File: src/rtl/dqs_osc_pkg.sv
package dqs_osc_pkg;
  localparam int NUM_SRC = 4;

  typedef enum logic [1:0] {
    CMD_MRW = 2'd0,
    CMD_MPC = 2'd1,
    CMD_MRR = 2'd2
  } cmd_e;

  typedef enum logic [1:0] {
    SRC_INIT = 2'd0,
    SRC_DFS  = 2'd1,
    SRC_SW   = 2'd2,
    SRC_PER  = 2'd3
  } src_e;

  typedef enum logic [3:0] {
    ST_IDLE,
    ST_MRW,
    ST_MPC,
    ST_OSC_WAIT,
    ST_RD_LO,
    ST_LAT_LO,
    ST_RD_HI,
    ST_LAT_HI,
    ST_DONE
  } st_e;
endpackage

File: src/rtl/dqs_osc_req_arb.sv
module dqs_osc_req_arb
  import dqs_osc_pkg::*;
(
  input  logic       clk_i,
  input  logic       rst_ni,
  input  logic       en_i,
  input  logic       init_i,
  input  logic       dfs_i,
  input  logic       sw_set_i,
  input  logic       per_i,
  input  logic       take_i,
  output logic       pend_o,
  output logic [1:0] src_o,
  output logic       sw_bit_o
);
  logic [NUM_SRC-1:0] pend_q, pend_d, req_in;

  assign req_in = {per_i, sw_set_i, dfs_i, init_i};

  // lowest index wins
  always_comb begin
    src_o = 2'd0;
    for (int i = NUM_SRC - 1; i >= 0; i--) begin
      if (pend_q[i]) src_o = 2'(i);
    end
  end

  always_comb begin
    pend_d = pend_q;
    if (take_i) pend_d[src_o] = 1'b0;
    if (en_i) pend_d = pend_d | req_in;
  end

  always_ff @(posedge clk_i or negedge rst_ni) begin
    if (!rst_ni) pend_q <= '0;
    else         pend_q <= pend_d;
  end

  assign pend_o   = |pend_q;
  assign sw_bit_o = pend_q[SRC_SW];
endmodule

File: src/rtl/dqs_osc_timer.sv
module dqs_osc_timer #(
  parameter int W = 16
) (
  input  logic         clk_i,
  input  logic         rst_ni,
  input  logic         load_i,
  input  logic [W-1:0] val_i,
  output logic         zero_o
);
  logic [W-1:0] cnt_q;

  always_ff @(posedge clk_i or negedge rst_ni) begin
    if (!rst_ni)      cnt_q <= '0;
    else if (load_i)  cnt_q <= val_i;
    else if (!zero_o) cnt_q <= cnt_q - 1'b1;
  end

  assign zero_o = (cnt_q == '0);
endmodule

File: src/rtl/dqs_osc_capture.sv
module dqs_osc_capture #(
  parameter int NUM_DEV = 2
) (
  input  logic                    clk_i,
  input  logic                    rst_ni,
  input  logic                    cap_lo_i,
  input  logic                    cap_hi_i,
  input  logic [NUM_DEV*8-1:0]    data_i,
  output logic [NUM_DEV*16-1:0]   cnt_o
);
  for (genvar d = 0; d < NUM_DEV; d++) begin : g_dev
    logic [7:0] lo_q, hi_q;
    always_ff @(posedge clk_i or negedge rst_ni) begin
      if (!rst_ni) begin
        lo_q <= '0;
        hi_q <= '0;
      end else begin
        if (cap_lo_i) lo_q <= data_i[d*8 +: 8];
        if (cap_hi_i) hi_q <= data_i[d*8 +: 8];
      end
    end
    assign cnt_o[d*16 +: 16] = {hi_q, lo_q};
  end
endmodule

File: src/rtl/dqs_osc_seq.sv
module dqs_osc_seq
  import dqs_osc_pkg::*;
#(
  parameter int          NUM_RANKS = 2,
  parameter int          NUM_DEV   = 2,
  parameter int          PER_W     = 15,
  parameter int          SET_W     = 8,
  parameter int          LAT_W     = 4,
  parameter logic [7:0]  MPC_START = 8'h4B,
  localparam int         RANK_W    = (NUM_RANKS > 1) ? $clog2(NUM_RANKS) : 1
) (
  input  logic                   clk_i,
  input  logic                   rst_ni,
  input  logic                   osc_en_i,
  input  logic                   init_req_i,
  input  logic                   dfs_req_i,
  input  logic                   sw_req_set_i,
  input  logic                   per_req_i,
  output logic                   sw_req_o,
  input  logic [7:0]             mr23_data_i,
  input  logic [PER_W-1:0]       period_i,
  input  logic [SET_W-1:0]       settle_f0_i,
  input  logic [SET_W-1:0]       settle_f1_i,
  input  logic [SET_W-1:0]       settle_f2_i,
  input  logic [1:0]             fsp_i,
  input  logic [LAT_W-1:0]       mrr_lat_i,
  output logic                   cmd_valid_o,
  input  logic                   cmd_ready_i,
  output logic [1:0]             cmd_type_o,
  output logic [RANK_W-1:0]      cmd_rank_o,
  output logic [7:0]             cmd_mr_o,
  output logic [7:0]             cmd_data_o,
  input  logic [NUM_DEV*8-1:0]   mrr_data_i,
  output logic                   lp_block_o,
  output logic                   done_o,
  output logic [RANK_W-1:0]      done_rank_o,
  output logic [1:0]             done_src_o,
  output logic [NUM_DEV*16-1:0]  count_o
);
  localparam int CNT_W = ((PER_W > SET_W) ? PER_W : SET_W) + 1;
  localparam logic [RANK_W-1:0] LAST_RANK = RANK_W'(NUM_RANKS - 1);

  st_e               state_q, state_d;
  logic [RANK_W-1:0] rank_q, rank_d;
  logic [1:0]        src_q, src_d;
  logic              pend, take, hs, tmr_zero, tmr_load, cap_lo, cap_hi;
  logic [1:0]        arb_src;
  logic [SET_W-1:0]  settle;
  logic [CNT_W-1:0]  tmr_val;

  dqs_osc_req_arb u_arb (
    .clk_i    (clk_i),
    .rst_ni   (rst_ni),
    .en_i     (osc_en_i),
    .init_i   (init_req_i),
    .dfs_i    (dfs_req_i),
    .sw_set_i (sw_req_set_i),
    .per_i    (per_req_i),
    .take_i   (take),
    .pend_o   (pend),
    .src_o    (arb_src),
    .sw_bit_o (sw_req_o)
  );

  always_comb begin
    unique case (fsp_i)
      2'd0:    settle = settle_f0_i;
      2'd1:    settle = settle_f1_i;
      default: settle = settle_f2_i;
    endcase
  end

  assign take = (state_q == ST_IDLE) && osc_en_i && pend;
  assign hs   = cmd_valid_o && cmd_ready_i;

  // command presentation
  always_comb begin
    cmd_valid_o = 1'b0;
    cmd_type_o  = CMD_MRR;
    cmd_mr_o    = 8'd0;
    cmd_data_o  = 8'd0;
    unique case (state_q)
      ST_MRW:   begin cmd_valid_o = 1'b1; cmd_type_o = CMD_MRW; cmd_mr_o = 8'd23; cmd_data_o = mr23_data_i; end
      ST_MPC:   begin cmd_valid_o = 1'b1; cmd_type_o = CMD_MPC; cmd_data_o = MPC_START; end
      ST_RD_LO: begin cmd_valid_o = 1'b1; cmd_mr_o = 8'd18; end
      ST_RD_HI: begin cmd_valid_o = 1'b1; cmd_mr_o = 8'd19; end
      default: ;
    endcase
  end
  assign cmd_rank_o = rank_q;

  always_comb begin
    state_d  = state_q;
    rank_d   = rank_q;
    src_d    = src_q;
    tmr_load = 1'b0;
    tmr_val  = CNT_W'(mrr_lat_i);
    cap_lo   = 1'b0;
    cap_hi   = 1'b0;
    unique case (state_q)
      ST_IDLE: if (take) begin
        src_d   = arb_src;
        rank_d  = '0;
        state_d = (arb_src == SRC_INIT) ? ST_MRW : ST_MPC;
      end
      ST_MRW: if (hs) state_d = ST_MPC;
      ST_MPC: if (hs) begin
        tmr_load = 1'b1;
        tmr_val  = CNT_W'(period_i) + CNT_W'(settle);
        state_d  = ST_OSC_WAIT;
      end
      ST_OSC_WAIT: if (tmr_zero) state_d = ST_RD_LO;
      ST_RD_LO: if (hs) begin tmr_load = 1'b1; state_d = ST_LAT_LO; end
      ST_LAT_LO: if (tmr_zero) begin cap_lo = 1'b1; state_d = ST_RD_HI; end
      ST_RD_HI: if (hs) begin tmr_load = 1'b1; state_d = ST_LAT_HI; end
      ST_LAT_HI: if (tmr_zero) begin cap_hi = 1'b1; state_d = ST_DONE; end
      ST_DONE: begin
        if (rank_q == LAST_RANK) state_d = ST_IDLE;
        else begin
          rank_d  = rank_q + 1'b1;
          state_d = (src_q == SRC_INIT) ? ST_MRW : ST_MPC;
        end
      end
      default: state_d = ST_IDLE;
    endcase
  end

  always_ff @(posedge clk_i or negedge rst_ni) begin
    if (!rst_ni) begin
      state_q <= ST_IDLE;
      rank_q  <= '0;
      src_q   <= SRC_INIT;
    end else begin
      state_q <= state_d;
      rank_q  <= rank_d;
      src_q   <= src_d;
    end
  end

  dqs_osc_timer #(.W(CNT_W)) u_tmr (
    .clk_i  (clk_i),
    .rst_ni (rst_ni),
    .load_i (tmr_load),
    .val_i  (tmr_val),
    .zero_o (tmr_zero)
  );

  dqs_osc_capture #(.NUM_DEV(NUM_DEV)) u_cap (
    .clk_i    (clk_i),
    .rst_ni   (rst_ni),
    .cap_lo_i (cap_lo),
    .cap_hi_i (cap_hi),
    .data_i   (mrr_data_i),
    .cnt_o    (count_o)
  );

  assign lp_block_o  = (state_q != ST_IDLE);
  assign done_o      = (state_q == ST_DONE);
  assign done_rank_o = rank_q;
  assign done_src_o  = src_q;
endmodule

File: config.mk
export PLATFORM = sky130hd
export DESIGN_NAME = dqs_osc_seq
export DESIGN_NICKNAME = d
export VERILOG_FILES = /design/src/rtl/dqs_osc_pkg.sv /design/src/rtl/dqs_osc_req_arb.sv /design/src/rtl/dqs_osc_timer.sv /design/src/rtl/dqs_osc_capture.sv /design/src/rtl/dqs_osc_seq.sv
export SDC_FILE = /design/constraint.sdc
export NUM_CORES = 1
export LEC_CHECK = 0
export BUFFER_PORTS_ARGS = -buffer_cell sky130_fd_sc_hd__buf_2
export CORE_MARGIN = 2
export CORE_UTILIZATION = 50
export DETAILED_ROUTE_END_ITERATION = 16
export HOLD_SLACK_MARGIN = 0.02
export PLACE_DENSITY = 0.8
export SLEW_MARGIN = 40
export SYNTH_ARGS = -nofsm -noshare
export SYNTH_HDL_FRONTEND = slang
export SYNTH_HIERARCHICAL = 1
export SYNTH_SLANG_ARGS = --single-unit
export TNS_END_PERCENT = 20
File: constraint.sdc
create_clock -name clk_i -period 3.2 [get_ports clk_i]
set_input_delay 0.32 -clock clk_i [delete_from_list [all_inputs] [get_ports clk_i]]
set_output_delay 0.32 -clock clk_i [all_outputs]
set_load 0.02 [all_outputs]
After elaboration in Yosys (flattened, before gate mapping). Cells that the tools add are included.

Add/subtract/negate cells: 3. Multiply operators: 0. Divide/modulo/power cells: 0. Order comparisons: 2. Equal/unequal tests: 18. Shift operators: 0. Muxes and demuxes: 37. Bitwise operators: 3. Reduce and logical (&&, ||, !) cells: 17.

Operators with widths (number): $mux W16 (4); $mux W4 (10); $pmux W4 S9 (1); $pmux W8 S2 (2); $add A15 B8 Y16 (1); $eq A4 B3 Y1 const B (4); $logic_not A16 Y1 (1); $ne A2 B2 Y1 const B (8); $sub A16 B1 Y16 const B (1); $pmux W5 S3 (1); $mux W2 (7); $mux W1 (9); $eq A4 B2 Y1 const B (2); $reduce_and A8 Y1 (1); $reduce_or A4 Y1 (2); $logic_not A2 Y1 (3); $and A4 B4 Y4 (1); $eq A4 B1 Y1 const B (1); $eq A4 B4 Y1 const B (1); $logic_and A1 B1 Y1 (4); $logic_not A4 Y1 (1); $not A4 Y4 (1); $or A4 B4 Y4 (1); $pmux W2 S2 (1); 11 further kinds (12).

Flip-flop bits (word level): 59. Bits in latches: 0. RAM bits: 0. ROM bits: 0. Logic and storage cells: 89. Memories kept: 0.

Longest topological paths before layout.
Depth in word-level cells: 13. Mapped depth: 12. Depth with buffers taken out: 11.

By module. Netlist, hierarchy kept.

Modules (own cells, without submodules): dqs_osc_seq (times used 1, cells each 179, area an instance 1336.3 um^2); dqs_osc_capture (times used 1, cells each 68, area an instance 1298.7 um^2); dqs_osc_timer (times used 1, cells each 100, area an instance 940.9 um^2); dqs_osc_req_arb (times used 1, cells each 20, area an instance 193.9 um^2).

Worst setup path before layout. Ideal clock, no wire load.

Path type: input port to flip-flop. Start: input fsp_i[0]. End: register u_tmr.cnt_q[14]. Arrival: 2.619 ns. Data required time: 3.113 ns. Path slack: 0.494 ns. Stages: 12. Path buffers: 1. Cells stage by stage: clkbuf_1 > mux2i_1 > o21ai_0 > ha_1 > fa_1 > a21oi_1 > o211ai_1 > a21boi_1 > o21ai_0 > a21oi_1 > nor2_1 > a211oi_2.

Longest elaborated chain between the ends: 6.

RTL lines: start, declared (line dqs_osc_seq.sv:25) `input logic [1:0] fsp_i,`; $eq A2 B1 Y1 or $logic_not A2 Y1 (tied branches) (line dqs_osc_seq.sv:66) `unique case (fsp_i)`; $pmux W8 S2 * (line dqs_osc_seq.sv:66); $add A15 B8 Y16 * (line dqs_osc_seq.sv:109) `tmr_val = CNT_W'(period_i) + CNT_W'(settle);`; $mux W16 * (line dqs_osc_seq.sv:107) `ST_MPC: if (hs) begin`; $mux W16 * (line dqs_osc_seq.sv:100) `unique case (state_q)`; named net tmr_val[14] (line dqs_osc_seq.sv:49) `logic [CNT_W-1:0] tmr_val;`; $mux W16 * (line dqs_osc_timer.sv:14) `else if (load_i) cnt_q <= val_i;`; end signal, assigned (line dqs_osc_timer.sv:14); end signal, assigned (line dqs_osc_timer.sv:15) `else if (!zero_o) cnt_q <= cnt_q - 1'b1;`; end, declared (line dqs_osc_timer.sv:10) `logic [W-1:0] cnt_q;`.

The timed path passes the listed nets; every way through them passes the cells marked *. A chain may end at the register's enable or synchronous reset.

Final worst setup path.
Start: register u_tmr.cnt_q[4]. End: register u_cap.g_dev[1].hi_q[2].

Longest elaborated chain between the ends: 3.

RTL lines: $logic_not A16 Y1 (line dqs_osc_timer.sv:18) `assign zero_o = (cnt_q == '0);`; named net tmr_zero (line dqs_osc_seq.sv:46) `logic pend, take, hs, tmr_zero, tmr_load, cap_lo, cap_hi;`; $mux W1 (line dqs_osc_seq.sv:116) `ST_LAT_HI: if (tmr_zero) begin cap_hi = 1'b1; state_d = ST_DONE; end`; $mux W1 (line dqs_osc_seq.sv:100); named net cap_hi (line dqs_osc_seq.sv:46); end signal, assigned (line dqs_osc_capture.sv:19) `if (cap_hi_i) hi_q <= data_i[d*8 +: 8];`; end, declared (line dqs_osc_capture.sv:12) `logic [7:0] lo_q, hi_q;`.

The timed path passes the listed nets, and every way through them passes these cells.

==> metrics <==
hold depth=3; # resized after CTS=0; Seq/Total Area, Yosys=0.3916; reg-to-reg slack, setup=0.59 ns; clk sink count=59; pwr dens=623.2 nW/um2; H-tree depth=3; commonest non-fill, non-tap cell in the layout=buf_2; setup_tns=0 ns; DR pass1 iterations=4; Final Cycle Share=0.8156; EDFF count, synth=0; Rel. slew slack=0.5879; Peak VDD IR=0.3088 mV; largest stage delay on the critical path=0.52 ns; RSZ-0062 raised after global routing=no; Skew-Pair Late Insertion Delay=0.33 ns; Clock Tree Buf Depth=2; kind of critical path=reg -> reg; CP startpoint kind=register; # DRC=0; mapped cell area=3770 um2; number of max-cap violations=0; cell family with most CP delay=simple AND/OR/NAND/NOR gates; Slowest-stage cell, CP=or3_1; Post-Syn Instances=367; Final Util=0.6393; worst reg2reg path startpoint=u_tmr/cnt_q[4]; Die W=90.83 um; Worst Setup End Kind=register; R2R depth=7; post-route minimum period=2.610 ns; final setup fails=0; WL per Instance=13.62 um; largest net degree at the start of global routing=50; CTS tree=yes; vias in the first global route=3,154; Die Y=90.83 um; hold slack=0.2033 ns; Least-Margin Pin Slew=0.6134 ns; min-delay src=dfs_req_i; initial antenna violation count=0; Root Buffer=clkbuf_8; Ports=135; synth top area cells=dfrtp_1, mux2_4, mux2_2; CTS Buf Count=9; Core Area=7292 um2; worst-path fanout max=16; Syn Area/Cell=10.27 um2; most frequent cells in the layout=buf_2, dfrtp_1, nor2_1; routed vias/inst=5.240; Initial Utilization=0.5170; Antenna Nets Post-Route=0; total number of vias=3,149; die area=8250 um2; first-pass GRT wire length=14,090 um; layout cell share with drive strength beyond 1=0.3964; Max Fclk=0.3831 GHz; worst-path cell chain=or3_1, or3_1, nor2_4, nand3b_1, nor2_2, buf_4, mux2_2; Initial DRC Count=100; WL final=8185 um; status=completed; Warnings, synthesis=6; CP dominant cell by count=or3_1; Layout area overhead=23.66%; Final #Nets=585; port bufs=130; Seq cells post-synth=59; Crit Reg-Reg Endpoint=u_cap/g_dev[1].hi_q[2]; remaining global-route overflow=0; skew final=0.007836 ns; clock-pin slew on the worst setup and hold paths=0.07 ns; ys flop type=dfrtp_1; Placer Congestion=0.8787; post-detail-place hpwl=6240 um; Post-CTS Hold Buffers=1; Total Routing Usage GR=0.2073; leakage=2.347 nW; CP Buf/Inv Count=1; CP arrival=2.83 ns; Hold Crit Class=in -> reg; Final Max Tran Viols=0; Rows=31; hold endpoint=u_arb/pend_q[1]; CP required=3.42 ns; fraction of registers with async set/reset=1.000; Post-CTS Setup Inserts=0; final-report hold violation count=0; synth unique cells=58; # diodes=0; area share of the largest cell type after synthesis=0.3916; area leader, netlist=dfrtp_1
Yosys cell counts, types with 2 or more instances:
| master | number |
|---|---|
| nor4_1 | 4 |
| o21ai_0 | 24 |
| mux2i_1 | 11 |
| xor2_1 | 7 |
| xnor2_1 | 16 |
| buf_6 | 7 |
| nor3_1 | 8 |
| nand3b_1 | 4 |
| o31ai_1 | 5 |
| and2_1 | 5 |
| clkbuf_1 | 5 |
| a31oi_1 | 2 |
| mux2_2 | 13 |
| a211oi_1 | 4 |
| nand2b_1 | 7 |
| mux2_4 | 20 |
| a21oi_1 | 14 |
| nand2_1 | 31 |
| a21o_1 | 6 |
| buf_4 | 6 |
| or3_1 | 6 |
| nor2_1 | 34 |
| mux2_1 | 5 |
| or4_1 | 2 |
| buf_12 | 2 |
| inv_1 | 6 |
| nor3_2 | 2 |
| nand3_1 | 11 |
| dfrtp_1 | 59 |
| ha_1 | 10 |
| o211ai_1 | 4 |
worst min-delay path, delay by kind of cell:
| kind | cells | cell delay [ns] |
|---|---|---|
| AO/OA/AOI/OAI | 1 | 0.06 |
| buffers and inverters | 1 | 0.08 |
| AND/OR/NAND/NOR | 1 | 0.04 |
per-layer routing:
| layer | wire [um] | vias to the layer above | global-route usage |
|---|---|---|---|
| met5 | 0 | - | 0 |
| met1 | 3651 | 1457 | 0.2624 |
| met2 | 3828 | 129 | 0.3483 |
| met4 | 102 | 0 | 0.06566 |
| li1 | - | 1552 | - |
| met3 | 603 | 11 | 0.05342 |
cell families after synthesis:
group | after synthesis | synth area share
mux | 49 | 0.1626
other cells | 1 | 0.0009947
xor+xnor | 23 | 0.05343
flops | 59 | 0.3916
buf+inv | 27 | 0.05576
fa+ha+maj | 11 | 0.03850
simple gates | 128 | 0.1829
compound gates | 69 | 0.1142
where the power goes:
| group | switching, mW | leakage, nW | internal [mW] |
|---|---|---|---|
| registers | 0.160 | 0.768 | 0.864 |
| logic | 0.631 | 1.47 | 0.486 |
| clock network | 0.305 | 0.108 | 0.459 |
| total | 1.10 | 2.35 | 1.81 |
per-stage QoR:
stage / instances / total power [mW] / setup slack [ns] / cell area [um2]
2_1_floorplan: 370 / 1.878 / 0.4945 / 3781
3_3_place_gp: 584 / 2.115 / 0.4655 / 4423
3_5_place_dp: 584 / 2.148 / 0.3365 / 4425
4_1_cts: 601 / 2.927 / 0.5909 / 4662
5_1_grt: 601 / 3.109 / 0.4528 / 4662
6_report: 601 / 2.905 / 0.5900 / 4662
cell type report:
class	count	area, um2
inverters	6	22.52
clock buffers	10	137.6
well taps	99	123.9
flip-flops and latches	59	1476
fillers	624	2630
clock inverters	6	88.84
multi-input cells	284	2105
repair buffers	137	708.2
state kept, by name, summed over array words and instances, names as in the netlist:
register,flops
u_tmr/cnt_q,16
u_arb/pend_q,4
u_cap/g_dev.hi_q,16
state_q,4
cmd_rank_o,1
done_src_o,2
u_cap/g_dev.lo_q,16
worst max-delay path by stage:
stage | cells after the start | startpoint | endpoint
2_1_floorplan | 12 | fsp_i[0] | u_tmr/cnt_q[14]
3_3_place_gp | 12 | fsp_i[0] | u_tmr/cnt_q[14]
3_5_place_dp | 12 | fsp_i[0] | u_tmr/cnt_q[8]
4_1_cts | 7 | u_tmr/cnt_q[4] | u_cap/g_dev[1].hi_q[3]
5_1_grt | 12 | fsp_i[0] | u_tmr/cnt_q[8]
6_report | 7 | u_tmr/cnt_q[4] | u_cap/g_dev[1].hi_q[2]
Power figures use the tool's default switching activity.
